$ cat config.mk
export PLATFORM = sky130hd
export DESIGN_NAME = bootdom_guard
export DESIGN_NICKNAME = d
export VERILOG_FILES = /design/src/rtl/bootdom_pkg.sv /design/src/rtl/bootdom_region_cmp.sv /design/src/rtl/bootdom_span_overlap.sv /design/src/rtl/bootdom_tag_pipe.sv /design/src/rtl/bootdom_guard.sv
export SDC_FILE = /design/constraint.sdc
export NUM_CORES = 1
export LEC_CHECK = 0
export BUFFER_PORTS_ARGS = -buffer_cell sky130_fd_sc_hd__buf_2
export CAP_MARGIN = 20
export CORE_MARGIN = 2
export CORE_UTILIZATION = 30
export DETAILED_ROUTE_END_ITERATION = 10
export PLACE_DENSITY = 0.85
export SLEW_MARGIN = 20
export SYNTH_ARGS = -nofsm -noshare
export SYNTH_HDL_FRONTEND = slang
export SYNTH_HIERARCHICAL = 1
export SYNTH_SLANG_ARGS = --single-unit
$ cat constraint.sdc
create_clock -name clk -period 3.1 [get_ports clk]
set_input_delay 0.31 -clock clk [delete_from_list [all_inputs] [get_ports clk]]
set_output_delay 0.31 -clock clk [all_outputs]
set_load 0.02 [all_outputs]
$ cat src/rtl/bootdom_pkg.sv
package bootdom_pkg;
  typedef enum logic [1:0] {
    ACC_BYTE = 2'd0,
    ACC_HALF = 2'd1,
    ACC_WORD = 2'd2,
    ACC_DBL  = 2'd3
  } acc_size_e;

  function automatic logic [3:0] acc_bytes(acc_size_e s);
    return 4'd1 << s;
  endfunction
endpackage

$ cat src/rtl/bootdom_region_cmp.sv
module bootdom_region_cmp #(
  parameter int unsigned AW    = 32,
  parameter longint unsigned BASE  = 64'h8000,
  parameter longint unsigned BYTES = 4096
) (
  input  logic [AW-1:0] addr,
  output logic          hit
);
  localparam logic [AW:0] LO = (AW+1)'(BASE);
  localparam logic [AW:0] HI = (AW+1)'(BASE + BYTES);

  always_comb hit = ({1'b0, addr} >= LO) && ({1'b0, addr} < HI);
endmodule

$ cat src/rtl/bootdom_span_overlap.sv
module bootdom_span_overlap #(
  parameter int unsigned AW    = 32,
  parameter longint unsigned BASE  = 64'h10000,
  parameter longint unsigned BYTES = 32
) (
  input  logic [AW-1:0] addr,
  input  logic [1:0]    size,
  output logic          hit
);
  import bootdom_pkg::*;
  localparam logic [AW:0] LO = (AW+1)'(BASE);
  localparam logic [AW:0] HI = (AW+1)'(BASE + BYTES);

  logic [AW:0] span_end;
  always_comb begin
    span_end = {1'b0, addr} + {{(AW-3){1'b0}}, acc_bytes(acc_size_e'(size))};
    hit      = ({1'b0, addr} < HI) && (span_end > LO);
  end
endmodule

$ cat src/rtl/bootdom_tag_pipe.sv
module bootdom_tag_pipe #(
  parameter int unsigned STAGES = 3,
  parameter int unsigned KILL   = 2
) (
  input  logic              clk,
  input  logic              rst,
  input  logic              adv,
  input  logic              flush,
  input  logic              tag_in,
  output logic [STAGES-1:0] tags
);
  for (genvar i = 0; i < STAGES; i++) begin : g_stage
    logic src;
    if (i == 0) begin : g_head
      assign src = tag_in;
    end else begin : g_body
      assign src = tags[i-1];
    end
    always_ff @(posedge clk) begin
      if (rst)                      tags[i] <= 1'b0;
      else if (flush && i < KILL)   tags[i] <= 1'b0;
      else if (adv)                 tags[i] <= src;
    end
  end
endmodule

$ cat src/rtl/bootdom_guard.sv
module bootdom_guard #(
  parameter int unsigned     AW           = 32,
  parameter int unsigned     DW           = 32,
  parameter longint unsigned BOOT_BASE    = 64'h0000_8000,
  parameter longint unsigned BOOT_BYTES   = 4096,
  parameter longint unsigned SECRET_BASE  = 64'h0001_0000,
  parameter longint unsigned SECRET_BYTES = 32
) (
  input  logic          clk,
  input  logic          rst,
  input  logic          fetch_valid,
  input  logic [AW-1:0] fetch_pc,
  input  logic [AW-1:0] fetch_next_pc,
  input  logic          pipe_adv,
  input  logic          pipe_flush,
  input  logic          mem_valid,
  input  logic          mem_read,
  input  logic [AW-1:0] mem_addr,
  input  logic [1:0]    mem_size,
  input  logic [DW-1:0] mem_rdata_in,
  output logic [DW-1:0] mem_rdata_out,
  output logic          mem_trap,
  output logic          fetch_trap,
  output logic [2:0]    stage_tags,
  output logic          irq_enable,
  output logic          dbg_enable
);
  localparam int unsigned N_STAGES = 3;
  localparam int unsigned N_KILL   = 2;
  localparam int unsigned MEM_IDX  = N_STAGES - 1;

  logic cur_in_boot, next_in_boot, secret_touch, exited_q;

  bootdom_region_cmp #(.AW(AW), .BASE(BOOT_BASE), .BYTES(BOOT_BYTES)) cur_cmp_i (
    .addr(fetch_pc), .hit(cur_in_boot));

  bootdom_region_cmp #(.AW(AW), .BASE(BOOT_BASE), .BYTES(BOOT_BYTES)) next_cmp_i (
    .addr(fetch_next_pc), .hit(next_in_boot));

  bootdom_span_overlap #(.AW(AW), .BASE(SECRET_BASE), .BYTES(SECRET_BYTES)) sec_ovl_i (
    .addr(mem_addr), .size(mem_size), .hit(secret_touch));

  bootdom_tag_pipe #(.STAGES(N_STAGES), .KILL(N_KILL)) tags_i (
    .clk(clk), .rst(rst), .adv(pipe_adv), .flush(pipe_flush),
    .tag_in(fetch_valid && cur_in_boot), .tags(stage_tags));

  // sticky exit: set by the first accepted fetch outside the boot code
  always_ff @(posedge clk) begin
    if (rst)
      exited_q <= 1'b0;
    else if (fetch_valid && pipe_adv && !cur_in_boot)
      exited_q <= 1'b1;
  end

  always_comb begin
    fetch_trap    = fetch_valid && next_in_boot && (!cur_in_boot || exited_q);
    mem_trap      = mem_valid && mem_read && secret_touch && !stage_tags[MEM_IDX];
    mem_rdata_out = mem_trap ? '0 : mem_rdata_in;
    irq_enable    = !stage_tags[0];
    dbg_enable    = !stage_tags[0];
  end
endmodule

==> impl_results.html, run 1 <==
<table>
<tr><th>Metric</th><th>Value</th></tr>
<tr><th colspan="2">Yosys</th></tr>
<tr><td>Most used flip-flop cell after synthesis</td><td>dfxtp_1</td></tr>
<tr><td>Number of distinct library cell variants in the gate-level netlist after synthesis</td><td>56</td></tr>
<tr><td>Portion of the post-synthesis area used by sequential elements</td><td>0.0535</td></tr>
<tr><td>Flip-flop and latch count after synthesis</td><td>4</td></tr>
<tr><td>Post-Synthesis Cells</td><td>198</td></tr>
<tr><td>Post-synthesis average cell area</td><td>7.56 µm²</td></tr>
<tr><td>Syn_nets</td><td>340</td></tr>
<tr><td>Number of enable-type register cells in the synthesized netlist</td><td>0</td></tr>
<tr><td>Post-synthesis cell area</td><td>1500 µm²</td></tr>
<tr><td>Proportion of synthesized flip-flops having asynchronous set or reset</td><td>0</td></tr>
<tr><td>Synthesis warning total</td><td>6</td></tr>
<tr><th colspan="2">Worst setup path</th></tr>
<tr><td>WP data required</td><td>2.79 ns</td></tr>
<tr><td>Nature of the critical path endpoint</td><td>output pin</td></tr>
<tr><td>CP Class</td><td>primary input to output pin</td></tr>
<tr><td>Reg-to-Reg Start</td><td>tags_i/g_stage[1].src</td></tr>
<tr><td>Crit path launch type</td><td>primary input</td></tr>
<tr><td>Critical path launch point</td><td>mem_size[0]</td></tr>
<tr><td>Critical Path Fanout Max</td><td>9</td></tr>
<tr><td>Arrival @ worst endpoint</td><td>3.15 ns</td></tr>
<tr><th colspan="2">STA</th></tr>
<tr><td>Final worst clock skew</td><td>0.00128 ns</td></tr>
<tr><td>Final hold vios</td><td>0</td></tr>
<tr><td>Worst-margin pin slew</td><td>0.374 ns</td></tr>
<tr><td>Final-report setup violation count</td><td>33</td></tr>
<tr><td>Worst setup slack after layout</td><td>-0.361 ns</td></tr>
<tr><td>Min Tclk post-route</td><td>3.46 ns</td></tr>
<tr><td>Relative max-transition margin</td><td>0.749</td></tr>
<tr><td>Worst hold slack</td><td>0.288 ns</td></tr>
<tr><td>Setup tns final</td><td>-11.00 ns</td></tr>
<tr><td>RSZ-0062 raised after global routing</td><td>true</td></tr>
<tr><td>Period utilization</td><td>1.12</td></tr>
<tr><td>Slew Viols, Final</td><td>0</td></tr>
<tr><td>Timing-limited maximum frequency</td><td>289 MHz</td></tr>
<tr><th colspan="2">Status</th></tr>
<tr><td>Outcome</td><td>finished with violations</td></tr>
<tr><td>Failing checks</td><td>negative setup slack</td></tr>
<tr><th colspan="2">Place</th></tr>
<tr><td>Number of port buffers</td><td>151</td></tr>
<tr><td>Post-placement setup slack</td><td>-0.445 ns</td></tr>
<tr><td>Final Wtd Congestion</td><td>0.874</td></tr>
<tr><td>Cell area after placement</td><td>2480 µm²</td></tr>
<tr><td>DP Cell Count</td><td>427</td></tr>
<tr><td>Detailed placement HPWL</td><td>4710 µm</td></tr>
<tr><th colspan="2">Die</th></tr>
<tr><td>Horiz. Die Dim</td><td>74.6 µm</td></tr>
<tr><td>Die Footprint</td><td>5570 µm²</td></tr>
<tr><td>Number of rows in the core area</td><td>25</td></tr>
<tr><td>Starting density of the core</td><td>0.315</td></tr>
<tr><td>Height of the chip</td><td>74.6 µm</td></tr>
<tr><td>Number of primary I/O pins</td><td>176</td></tr>
<tr><td>Std-Cell Core Area</td><td>4750 µm²</td></tr>
<tr><th colspan="2">Detailed routing</th></tr>
<tr><td>Via Count</td><td>2224</td></tr>
<tr><td>Routed Wire Length</td><td>6290 µm</td></tr>
<tr><td>Final routed wire length divided by cell count</td><td>14.5 µm</td></tr>
<tr><td>1st-pass router iterations</td><td>6</td></tr>
<tr><td>Via density</td><td>5.12</td></tr>
<tr><td>Number of nets still failing antenna checks after routing</td><td>0</td></tr>
<tr><td>Post-detailed-route DRC marker count</td><td>0</td></tr>
<tr><td>1st-iter DRT viols</td><td>140</td></tr>
<tr><th colspan="2">Worst hold path</th></tr>
<tr><td>Hold/Removal Path Class</td><td>primary input to register</td></tr>
<tr><td>Hold wc startpoint</td><td>pipe_flush</td></tr>
<tr><th colspan="2">CTS</th></tr>
<tr><td>Number of sinks on the clock net</td><td>4</td></tr>
<tr><td>Clock Pin Slew Worst Setup and Hold Paths</td><td>0.03 ns</td></tr>
<tr><td>Number of clock buffers inserted by TritonCTS</td><td>3</td></tr>
<tr><td>Clock tree from TritonCTS</td><td>built</td></tr>
<tr><td>Total number of H-tree levels</td><td>1</td></tr>
<tr><td>Worst skew pair latency</td><td>0.22 ns</td></tr>
<tr><td>Deepest clock path buffer count</td><td>2</td></tr>
<tr><td>Root buffer cell</td><td>clkbuf_8</td></tr>
<tr><th colspan="2">Global route</th></tr>
<tr><td>Via count of the first global-routing pass</td><td>2158</td></tr>
<tr><td>Wire length of the first global-routing pass</td><td>8830 µm</td></tr>
<tr><td>Initial antenna violation count</td><td>0</td></tr>
<tr><td>Total GRT Usage</td><td>0.196</td></tr>
<tr><td>Largest net degree at the start of global routing</td><td>19</td></tr>
<tr><td>Gr ovfl total</td><td>0</td></tr>
<tr><th colspan="2">Cells and area</th></tr>
<tr><td>Total non-filler cell area in the finished layout</td><td>2890 µm²</td></tr>
<tr><td>Filler cells</td><td>428</td></tr>
<tr><td>Area grow syn2layout</td><td>93.1%</td></tr>
<tr><td>Final cell count without fillers</td><td>434</td></tr>
<tr><td>Layout cells sized above 1</td><td>0.643</td></tr>
<tr><td>Diode insertion count for antenna repair</td><td>0</td></tr>
<tr><td>Most frequent standard cell in the layout excluding fill and tap cells</td><td>buf_2</td></tr>
<tr><td>Post-layout util</td><td>0.608</td></tr>
<tr><td>Count of nets after finishing</td><td>511</td></tr>
<tr><td>Commonest cells after routing, fill and taps aside</td><td>buf_2 (116), buf_6 (34), and2_4 (32)</td></tr>
<tr><th colspan="2">Pwr</th></tr>
<tr><td>Total Power</td><td>0.496 mW</td></tr>
<tr><td>Max rail drop VDD</td><td>221 µV</td></tr>
<tr><td>Pwr per Cell Area</td><td>172 nW/µm²</td></tr>
<tr><td>Lkg Pwr</td><td>1.40 nW</td></tr>
<tr><th colspan="2">Run</th></tr>
<tr><td>Max cap viols</td><td>0</td></tr>
</table>
## layout make-up
cell class | instances | area [µm²] | area share
Multi-Input combinational cell | 181 | 1450 | 0.503
Timing Repair Buffer | 174 | 1210 | 0.419
Tap cell | 67 | 83.8 | 0.0290
Sequential cell | 4 | 80.1 | 0.0277
Clock buffer | 3 | 41.3 | 0.0143
Inverter | 5 | 18.8 | 0.00650
## layer usage
metal,global-route usage,vias up,routed length (µm)
met3,0.0187,12,418
li1,-,1096,-
met4,0.0694,0,126
met2,0.396,103,3520
met5,0,-,0
met1,0.208,1013,2230
## critical path: stages
cell and delay (ns):
buf_8 0.10, buf_6 0.10, nor2b_1 0.11, ha_1 0.26, or2_4 0.26, a31o_1 0.24, a311oi_2 0.27, a41oi_2 0.07
a32o_2 0.27, o41ai_4 0.32, a41oi_2 0.18, nand4b_4 0.20, clkbuf_16 0.18, and2_4 0.13, buf_6 0.11
## Yosys cell counts, types with 2 or more instances
master    number  area share
mux2_2         2       0.015
inv_1          5       0.013
nand2_1       19       0.048
a41oi_1        3       0.018
and4_1         4       0.023
a21oi_1        4       0.013
nor2b_1        2      0.0084
nand4_1        9       0.038
nor4b_2        3       0.030
nand2b_1       3       0.013
dfxtp_1        4       0.054
nand3_1        8       0.027
and2_1         2      0.0084
and2_4        29        0.17
nor3_1         9       0.030
a211oi_1       3       0.015
nor4_1        16       0.067
buf_6          3       0.023
xnor2_1        5       0.029
mux2i_1        6       0.040
buf_4          3       0.015
and3_1         2      0.0084
a311oi_1       2       0.012
nor2_1        14       0.035
ha_1           4       0.033
and2_2         3       0.015
o22ai_1        2      0.0084
## flip-flops by register name, summed over array words and instances, names as in the netlist
| register | count |
|---|---|
| tags_i/g_stage.src | 2 |
| exited_q | 1 |
| tags_i/tags | 1 |
## logic make-up after synthesis
group / Yosys count / synth area share
mux: 8 / 0.0552
xor+xnor: 6 / 0.0351
buf+inv: 13 / 0.0568
fa+ha+maj: 5 / 0.0468
compound gates: 32 / 0.180
flops: 4 / 0.0535
simple gates: 130 / 0.573
## path summary, 6_finish.rpt
check | to | cells after the start | slack, ns
worst max register to register | tags_i/g_stage[2].src | 2 | 2.43
worst max-delay path | mem_rdata_out[11] | 15 | -0.36
worst min-delay path | tags_i/g_stage[1].src | 2 | 0.29
worst min register to register | exited_q | 2 | 0.46
## power by group
part | internal [mW] | switching (mW) | leakage, nW
Clock | 0.0828 | 0.0274 | 0.0216
Combinational | 0.184 | 0.149 | 1.35
Sequential | 0.0527 | 0.000196 | 0.0324
## timing repair
action,in CTS,in global routing
setup buffers,1,1
cloned,0,2
resized for setup,69,18
pin swaps,3,3
hold buffers,0,0
endpoints found under the setup margin,33,33
Power figures use the tool's default switching activity.
==> run 2: changes to the inputs <==
--- a/config.mk
+++ b/config.mk
@@ -10,7 +10,7 @@
 export CORE_MARGIN = 2
 export CORE_UTILIZATION = 30
 export DETAILED_ROUTE_END_ITERATION = 10
-export PLACE_DENSITY = 0.85
+export PLACE_DENSITY = 0.82
 export SLEW_MARGIN = 20
 export SYNTH_ARGS = -nofsm -noshare
 export SYNTH_HDL_FRONTEND = slang
==> constraint.sdc (replaced) <==
create_clock -name clk -period 4.41 [get_ports clk]
set_input_delay 0.441 -clock clk [delete_from_list [all_inputs] [get_ports clk]]
set_output_delay 0.441 -clock clk [all_outputs]
set_load 0.02 [all_outputs]
==> impl_results.html, run 2 (synthesized netlist as in run 1, its figures left out) <==
<table>
<tr><th>Metric</th><th>Value</th></tr>
<tr><th colspan="2">Cells and area</th></tr>
<tr><td>Diode insertion count for antenna repair</td><td>0</td></tr>
<tr><td>Count of nets after finishing</td><td>488</td></tr>
<tr><td>Most frequent standard cell in the layout excluding fill and tap cells</td><td>buf_2</td></tr>
<tr><td>Post-layout util</td><td>0.488</td></tr>
<tr><td>Layout cells sized above 1</td><td>0.584</td></tr>
<tr><td>Flip-flop count of the largest register after layout</td><td>2</td></tr>
<tr><td>Area grow syn2layout</td><td>54.9%</td></tr>
<tr><td>Commonest cells after routing, fill and taps aside</td><td>buf_2 (151), and2_4 (29), nand2_1 (19)</td></tr>
<tr><th colspan="2">Global route</th></tr>
<tr><td>Wire length of the first global-routing pass</td><td>7110 µm</td></tr>
<tr><td>Gr ovfl total</td><td>0</td></tr>
<tr><td>Initial antenna violation count</td><td>0</td></tr>
<tr><td>Largest net degree at the start of global routing</td><td>34</td></tr>
<tr><td>Via count of the first global-routing pass</td><td>1710</td></tr>
<tr><td>Total GRT Usage</td><td>0.157</td></tr>
<tr><th colspan="2">Worst setup path</th></tr>
<tr><td>Critical Path Fanout Max</td><td>33</td></tr>
<tr><td>Ordered list of cells on the worst path</td><td>buf_2 -&gt; nor2_1 -&gt; ha_1 -&gt; fa_1 -&gt; a21o_2 -&gt; a21oi_4 -&gt; nor3_1 -&gt; mux2_2 -&gt; a2bb2oi_1 -&gt; o41ai_2 -&gt; a41oi_1 -&gt; nand4b_4 -&gt; and2_2 -&gt; buf_2</td></tr>
<tr><td>Slowest stage cell, crit path</td><td>nand4b_4</td></tr>
<tr><td>WP data required</td><td>3.97 ns</td></tr>
<tr><td>Nature of the critical path endpoint</td><td>output pin</td></tr>
<tr><td>CP Class</td><td>primary input to output pin</td></tr>
<tr><td>Crit path launch type</td><td>primary input</td></tr>
<tr><td>Cell occurring most often along the worst timing path</td><td>buf_2</td></tr>
<tr><td>Arrival @ worst endpoint</td><td>3.65 ns</td></tr>
<tr><td>Biggest cell delay along the critical path</td><td>0.42 ns</td></tr>
<tr><th colspan="2">Detailed routing</th></tr>
<tr><td>1st-pass router iterations</td><td>4</td></tr>
<tr><td>Number of nets still failing antenna checks after routing</td><td>0</td></tr>
<tr><td>1st-iter DRT viols</td><td>93</td></tr>
<tr><td>Final routed wire length divided by cell count</td><td>12.5 µm</td></tr>
<tr><td>Post-detailed-route DRC marker count</td><td>0</td></tr>
<tr><td>Via Count</td><td>2092</td></tr>
<tr><td>Routed Wire Length</td><td>5140 µm</td></tr>
<tr><td>Via density</td><td>5.09</td></tr>
<tr><th colspan="2">Place</th></tr>
<tr><td>Final Wtd Congestion</td><td>0.824</td></tr>
<tr><td>Number of port buffers</td><td>151</td></tr>
<tr><td>Detailed placement HPWL</td><td>4450 µm</td></tr>
<tr><th colspan="2">Status</th></tr>
<tr><td>Outcome</td><td>completed</td></tr>
<tr><th colspan="2">STA</th></tr>
<tr><td>Final-report setup violation count</td><td>0</td></tr>
<tr><td>RSZ-0062 raised after global routing</td><td>false</td></tr>
<tr><td>Slew Viols, Final</td><td>0</td></tr>
<tr><td>Timing-limited maximum frequency</td><td>244 MHz</td></tr>
<tr><td>Setup tns final</td><td>0 ns</td></tr>
<tr><td>Period utilization</td><td>0.929</td></tr>
<tr><td>Relative max-transition margin</td><td>0.709</td></tr>
<tr><td>Worst-margin pin slew</td><td>0.430 ns</td></tr>
<tr><td>Final hold vios</td><td>0</td></tr>
<tr><td>Min Tclk post-route</td><td>4.10 ns</td></tr>
<tr><td>Final worst clock skew</td><td>0.00116 ns</td></tr>
<tr><th colspan="2">Pwr</th></tr>
<tr><td>Comb power frac</td><td>0.609</td></tr>
<tr><td>Cell-internal power</td><td>0.185 mW</td></tr>
<tr><td>Max rail drop VDD</td><td>108 µV</td></tr>
<tr><td>Fraction of power consumed by the clock network</td><td>0.263</td></tr>
<tr><td>Sequential cell fraction of total power</td><td>0.128</td></tr>
<tr><td>Power dissipated by switching net loads</td><td>0.106 mW</td></tr>
<tr><td>Lkg Pwr</td><td>1.16 nW</td></tr>
<tr><td>Switching power share of the total</td><td>0.364</td></tr>
<tr><td>Pwr per Cell Area</td><td>125 nW/µm²</td></tr>
<tr><th colspan="2">CTS</th></tr>
<tr><td>Clock Pin Slew Worst Setup and Hold Paths</td><td>0.03 ns</td></tr>
<tr><td>Deepest clock path buffer count</td><td>2</td></tr>
<tr><td>Number of clock buffers inserted by TritonCTS</td><td>3</td></tr>
<tr><td>Worst skew pair latency</td><td>0.22 ns</td></tr>
<tr><td>Root buffer cell</td><td>clkbuf_8</td></tr>
<tr><td>Total number of H-tree levels</td><td>1</td></tr>
<tr><td>Number of sinks on the clock net</td><td>4</td></tr>
<tr><td>Clock tree from TritonCTS</td><td>built</td></tr>
<tr><th colspan="2">Worst hold path</th></tr>
<tr><td>Hold/Removal Path Class</td><td>primary input to register</td></tr>
<tr><th colspan="2">Die</th></tr>
<tr><td>Height of the chip</td><td>74.6 µm</td></tr>
<tr><td>Number of primary I/O pins</td><td>176</td></tr>
<tr><td>Die Footprint</td><td>5570 µm²</td></tr>
<tr><td>Std-Cell Core Area</td><td>4750 µm²</td></tr>
<tr><td>Horiz. Die Dim</td><td>74.6 µm</td></tr>
<tr><td>Number of rows in the core area</td><td>25</td></tr>
<tr><td>Starting density of the core</td><td>0.315</td></tr>
<tr><th colspan="2">Run</th></tr>
<tr><td>Max cap viols</td><td>0</td></tr>
</table>
## run 2: cell count changes in the layout (fill, tap and decap cells not counted), moves of 2 or more
cell / before / now
a41oi_1: 1 / 3
a41oi_2: 2 / 0
and2_2: 0 / 3
and2_4: 32 / 29
buf_12: 2 / 0
buf_2: 116 / 151
buf_4: 19 / 0
buf_6: 34 / 0
clkbuf_16: 2 / 0
ha_1: 2 / 4
ha_4: 2 / 0
nor2_1: 12 / 14
## run 2: power by group through the flow
stage          Combinational [mW]  Clock (mW)  Sequential, mW
6_report                    0.177      0.0764          0.0372
5_1_grt                     0.193      0.0824          0.0373
4_1_cts                     0.175      0.0797          0.0372
3_5_place_dp                0.175           0          0.0377
3_3_place_gp                0.171           0          0.0377
2_1_floorplan              0.0891           0          0.0377
## run 2: area by class of cell
class / instances / area (µm²)
Clock buffer: 3 / 41.3
Tap cell: 67 / 83.8
Sequential cell: 4 / 80.1
Multi-Input combinational cell: 181 / 1340
Timing Repair Buffer: 151 / 756
Inverter: 5 / 18.8
Fill cell: 488 / 2440
## run 2: worst paths after layout
kind / startpoint / to / slack [ns] / cells past startpoint
setup / recovery: mem_size[0] / mem_rdata_out[31] / 0.31 / 14
hold / removal: pipe_flush / tags_i/g_stage[1].src / 0.42 / 2
setup reg to reg: tags_i/g_stage[1].src / tags_i/g_stage[2].src / 3.77 / 2
hold reg to reg: exited_q / exited_q / 0.46 / 2
## run 2: what timing repair did
item	CTS	global route
setup endpoints to repair	0	3
buffers inserted	0	0
hold buffers	0	0
resized for setup	0	1
## run 2: worst max-delay path: cells and delay by family
family                     cells  cell delay [ns]
adders and majority gates      2             0.60
and+or+nand+nor                4             0.95
buffers and inverters          2             0.26
muxes                          1             0.23
AOI/OAI and AO/OA              5             1.18
## run 2: metal layers
layer,share of wire,GRT usage
met5,0,0
met4,0.00078,0.0258
met3,0.098,0.0308
met2,0.47,0.240
met1,0.43,0.232
## run 2: stage by stage
stage | cell area [µm²] | power, mW | cells | setup slack, ns | hold slack [ns]
after floorplan | 1500 | 0.127 | 198 | 0.923 | 0.425
after detailed placement | 2270 | 0.212 | 408 | 0.205 | 0.456
after global routing | 2320 | 0.313 | 411 | 0.0749 | 0.420
after CTS | 2310 | 0.292 | 411 | 0.203 | 0.409
after global placement | 2270 | 0.209 | 408 | 0.290 | 0.444
final | 2320 | 0.290 | 411 | 0.315 | 0.415
==> run 3: changes to the inputs <==
--- a/config.mk
+++ b/config.mk
@@ -9,6 +9,7 @@
 export CAP_MARGIN = 20
 export CORE_MARGIN = 2
 export CORE_UTILIZATION = 30
+export CTS_BUF_LIST = sky130_fd_sc_hd__clkbuf_16
 export DETAILED_ROUTE_END_ITERATION = 10
 export PLACE_DENSITY = 0.82
 export SLEW_MARGIN = 20
==> impl_results.html, run 3 (synthesized netlist as in run 1, its figures left out) <==
<table>
<tr><th>Metric</th><th>Value</th></tr>
<tr><th colspan="2">Global route</th></tr>
<tr><td>Initial antenna violation count</td><td>0</td></tr>
<tr><td>Gr ovfl total</td><td>0</td></tr>
<tr><td>Wire length of the first global-routing pass</td><td>7110 µm</td></tr>
<tr><td>Total GRT Usage</td><td>0.157</td></tr>
<tr><td>Largest net degree at the start of global routing</td><td>34</td></tr>
<tr><td>Via count of the first global-routing pass</td><td>1711</td></tr>
<tr><th colspan="2">Pwr</th></tr>
<tr><td>Lkg Pwr</td><td>1.18 nW</td></tr>
<tr><td>Max rail drop VDD</td><td>180 µV</td></tr>
<tr><td>Pwr per Cell Area</td><td>150 nW/µm²</td></tr>
<tr><th colspan="2">STA</th></tr>
<tr><td>Final hold vios</td><td>0</td></tr>
<tr><td>Min Tclk post-route</td><td>4.10 ns</td></tr>
<tr><td>Worst-margin pin slew</td><td>0.429 ns</td></tr>
<tr><td>Slew Viols, Final</td><td>0</td></tr>
<tr><td>Final worst clock skew</td><td>0.000695 ns</td></tr>
<tr><td>Setup tns final</td><td>0 ns</td></tr>
<tr><td>Period utilization</td><td>0.929</td></tr>
<tr><td>Relative max-transition margin</td><td>0.710</td></tr>
<tr><td>RSZ-0062 raised after global routing</td><td>false</td></tr>
<tr><td>Timing-limited maximum frequency</td><td>244 MHz</td></tr>
<tr><td>Final-report setup violation count</td><td>0</td></tr>
<tr><th colspan="2">Place</th></tr>
<tr><td>Final Wtd Congestion</td><td>0.824</td></tr>
<tr><td>Detailed placement HPWL</td><td>4450 µm</td></tr>
<tr><td>Number of port buffers</td><td>151</td></tr>
<tr><td>Cell area after placement</td><td>2270 µm²</td></tr>
<tr><th colspan="2">Detailed routing</th></tr>
<tr><td>Number of nets still failing antenna checks after routing</td><td>0</td></tr>
<tr><td>Routed Wire Length</td><td>5140 µm</td></tr>
<tr><td>Via density</td><td>5.08</td></tr>
<tr><td>1st-pass router iterations</td><td>4</td></tr>
<tr><td>Highest metal layer with signal wires</td><td>met3</td></tr>
<tr><td>Final routed wire length divided by cell count</td><td>12.5 µm</td></tr>
<tr><td>Via Count</td><td>2087</td></tr>
<tr><td>Metal1 wirelength</td><td>2210 µm</td></tr>
<tr><td>Post-detailed-route DRC marker count</td><td>0</td></tr>
<tr><td>Length of routed met2 wiring</td><td>2430 µm</td></tr>
<tr><td>1st-iter DRT viols</td><td>92</td></tr>
<tr><td>Met3 wire length</td><td>498 µm</td></tr>
<tr><th colspan="2">Worst setup path</th></tr>
<tr><td>Endpoint of the worst-slack reg-to-reg timing path</td><td>tags_i/g_stage[1].src</td></tr>
<tr><td>Crit path launch type</td><td>primary input</td></tr>
<tr><td>Ordered list of cells on the worst path</td><td>buf_2 -&gt; nor2_1 -&gt; ha_1 -&gt; fa_1 -&gt; a21o_2 -&gt; a21oi_4 -&gt; nor3_1 -&gt; mux2_2 -&gt; a2bb2oi_1 -&gt; o41ai_2 -&gt; a41oi_1 -&gt; nand4b_4 -&gt; and2_2 -&gt; buf_2</td></tr>
<tr><td>CP Class</td><td>primary input to output pin</td></tr>
<tr><td>Critical Path Fanout Max</td><td>33</td></tr>
<tr><td>Arrival @ worst endpoint</td><td>3.66 ns</td></tr>
<tr><td>Cell occurring most often along the worst timing path</td><td>buf_2</td></tr>
<tr><td>Critical path launch point</td><td>mem_size[0]</td></tr>
<tr><td>Worst R2R Path Depth</td><td>2</td></tr>
<tr><td>Buffer and inverter count on the worst path</td><td>2</td></tr>
<tr><td>Biggest cell delay along the critical path</td><td>0.42 ns</td></tr>
<tr><td>Top cell family by delay on the critical path</td><td>compound AO/OA/AOI/OAI gates</td></tr>
<tr><td>Reg-to-Reg Start</td><td>tags_i/g_stage[1].src</td></tr>
<tr><td>Slowest stage cell, crit path</td><td>nand4b_4</td></tr>
<tr><td>Setup slack, reg-to-reg</td><td>3.77 ns</td></tr>
<tr><td>Nature of the critical path endpoint</td><td>output pin</td></tr>
<tr><td>WP data required</td><td>3.97 ns</td></tr>
<tr><th colspan="2">Worst hold path</th></tr>
<tr><td>Hold wc startpoint</td><td>pipe_flush</td></tr>
<tr><td>Worst hold path cell count</td><td>2</td></tr>
<tr><td>Capture endpoint of the worst hold path</td><td>tags_i/g_stage[1].src</td></tr>
<tr><td>Hold/Removal Path Class</td><td>primary input to register</td></tr>
<tr><th colspan="2">Cells and area</th></tr>
<tr><td>Area grow syn2layout</td><td>57.2%</td></tr>
<tr><td>Flip-flop count of the largest register after layout</td><td>2</td></tr>
<tr><td>Diode insertion count for antenna repair</td><td>0</td></tr>
<tr><td>Total non-filler cell area in the finished layout</td><td>2350 µm²</td></tr>
<tr><td>Count of nets after finishing</td><td>488</td></tr>
<tr><td>Commonest cells after routing, fill and taps aside</td><td>buf_2 (151), and2_4 (29), nand2_1 (19)</td></tr>
<tr><td>Most frequent standard cell in the layout excluding fill and tap cells</td><td>buf_2</td></tr>
<tr><td>Layout cells sized above 1</td><td>0.584</td></tr>
<tr><th colspan="2">CTS</th></tr>
<tr><td>Worst skew pair latency</td><td>0.22 ns</td></tr>
<tr><td>Clock Pin Slew Worst Setup and Hold Paths</td><td>0.03 ns</td></tr>
<tr><td>Count of hold-fix buffers inserted at cts</td><td>0</td></tr>
<tr><td>Clock tree from TritonCTS</td><td>built</td></tr>
<tr><td>Root buffer cell</td><td>clkbuf_16</td></tr>
<tr><td>Deepest clock path buffer count</td><td>2</td></tr>
<tr><td>Total number of H-tree levels</td><td>1</td></tr>
<tr><td>Number of cells upsized or downsized after cts</td><td>0</td></tr>
<tr><td>Number of clock buffers inserted by TritonCTS</td><td>3</td></tr>
<tr><td>Number of buffers added for setup after CTS</td><td>0</td></tr>
<tr><td>Number of sinks on the clock net</td><td>4</td></tr>
<tr><th colspan="2">Die</th></tr>
<tr><td>Starting density of the core</td><td>0.315</td></tr>
<tr><td>Number of primary I/O pins</td><td>176</td></tr>
<tr><td>Number of rows in the core area</td><td>25</td></tr>
<tr><td>Height of the chip</td><td>74.6 µm</td></tr>
<tr><td>Die Footprint</td><td>5570 µm²</td></tr>
<tr><td>Horiz. Die Dim</td><td>74.6 µm</td></tr>
<tr><td>Std-Cell Core Area</td><td>4750 µm²</td></tr>
<tr><th colspan="2">Run</th></tr>
<tr><td>Max cap viols</td><td>0</td></tr>
<tr><th colspan="2">Status</th></tr>
<tr><td>Outcome</td><td>completed</td></tr>
</table>
## run 3: cell counts in the layout (fill, tap and decap cells not counted)
Identical to the previous run, type by type.
## run 3: worst register-to-register path, delay by kind of cell (launching register included)
family           cells  cell delay (ns)
DFF                  1             0.36
muxes                1             0.09
and+or+nand+nor      1             0.11
## run 3: worst max path at each step
stage / end / slack, ns / depth (start not counted)
final: mem_rdata_out[31] / 0.31 / 14
after global placement: mem_rdata_out[31] / 0.29 / 14
after global routing: mem_rdata_out[31] / 0.07 / 14
after CTS: mem_rdata_out[31] / 0.20 / 14
after floorplan: mem_rdata_out[10] / 0.92 / 13
after detailed placement: mem_rdata_out[31] / 0.21 / 14
## run 3: cell type report
cell class / instances / area [µm²]
Clock buffer: 3 / 75.1
Fill cell: 488 / 2400
Inverter: 5 / 18.8
Multi-Input combinational cell: 181 / 1340
Sequential cell: 4 / 80.1
Tap cell: 67 / 83.8
Timing Repair Buffer: 151 / 756
## run 3: where the power goes
group | internal [mW] | switching [mW]
clock | 0.116 | 0.0242
sequential | 0.0371 | 0.000130
combinational | 0.0894 | 0.0875
total | 0.242 | 0.112
## run 3: metal layers
metal  track usage  vias up
met5             0        -
met4        0.0258        0
met3        0.0308        0
met2         0.240      115
met1         0.232      918
li1              -     1054
## run 3: through the flow
step | power [mW] | util | setup WS [ns] | std cells | hold slack [ns]
after global placement | 0.209 | 0.477 | 0.290 | 408 | 0.444
after detailed placement | 0.212 | 0.477 | 0.205 | 408 | 0.456
after CTS | 0.356 | 0.493 | 0.203 | 411 | 0.406
final | 0.354 | 0.495 | 0.312 | 411 | 0.410
after global routing | 0.377 | 0.495 | 0.0749 | 411 | 0.418
after floorplan | 0.127 | - | 0.923 | 198 | 0.425
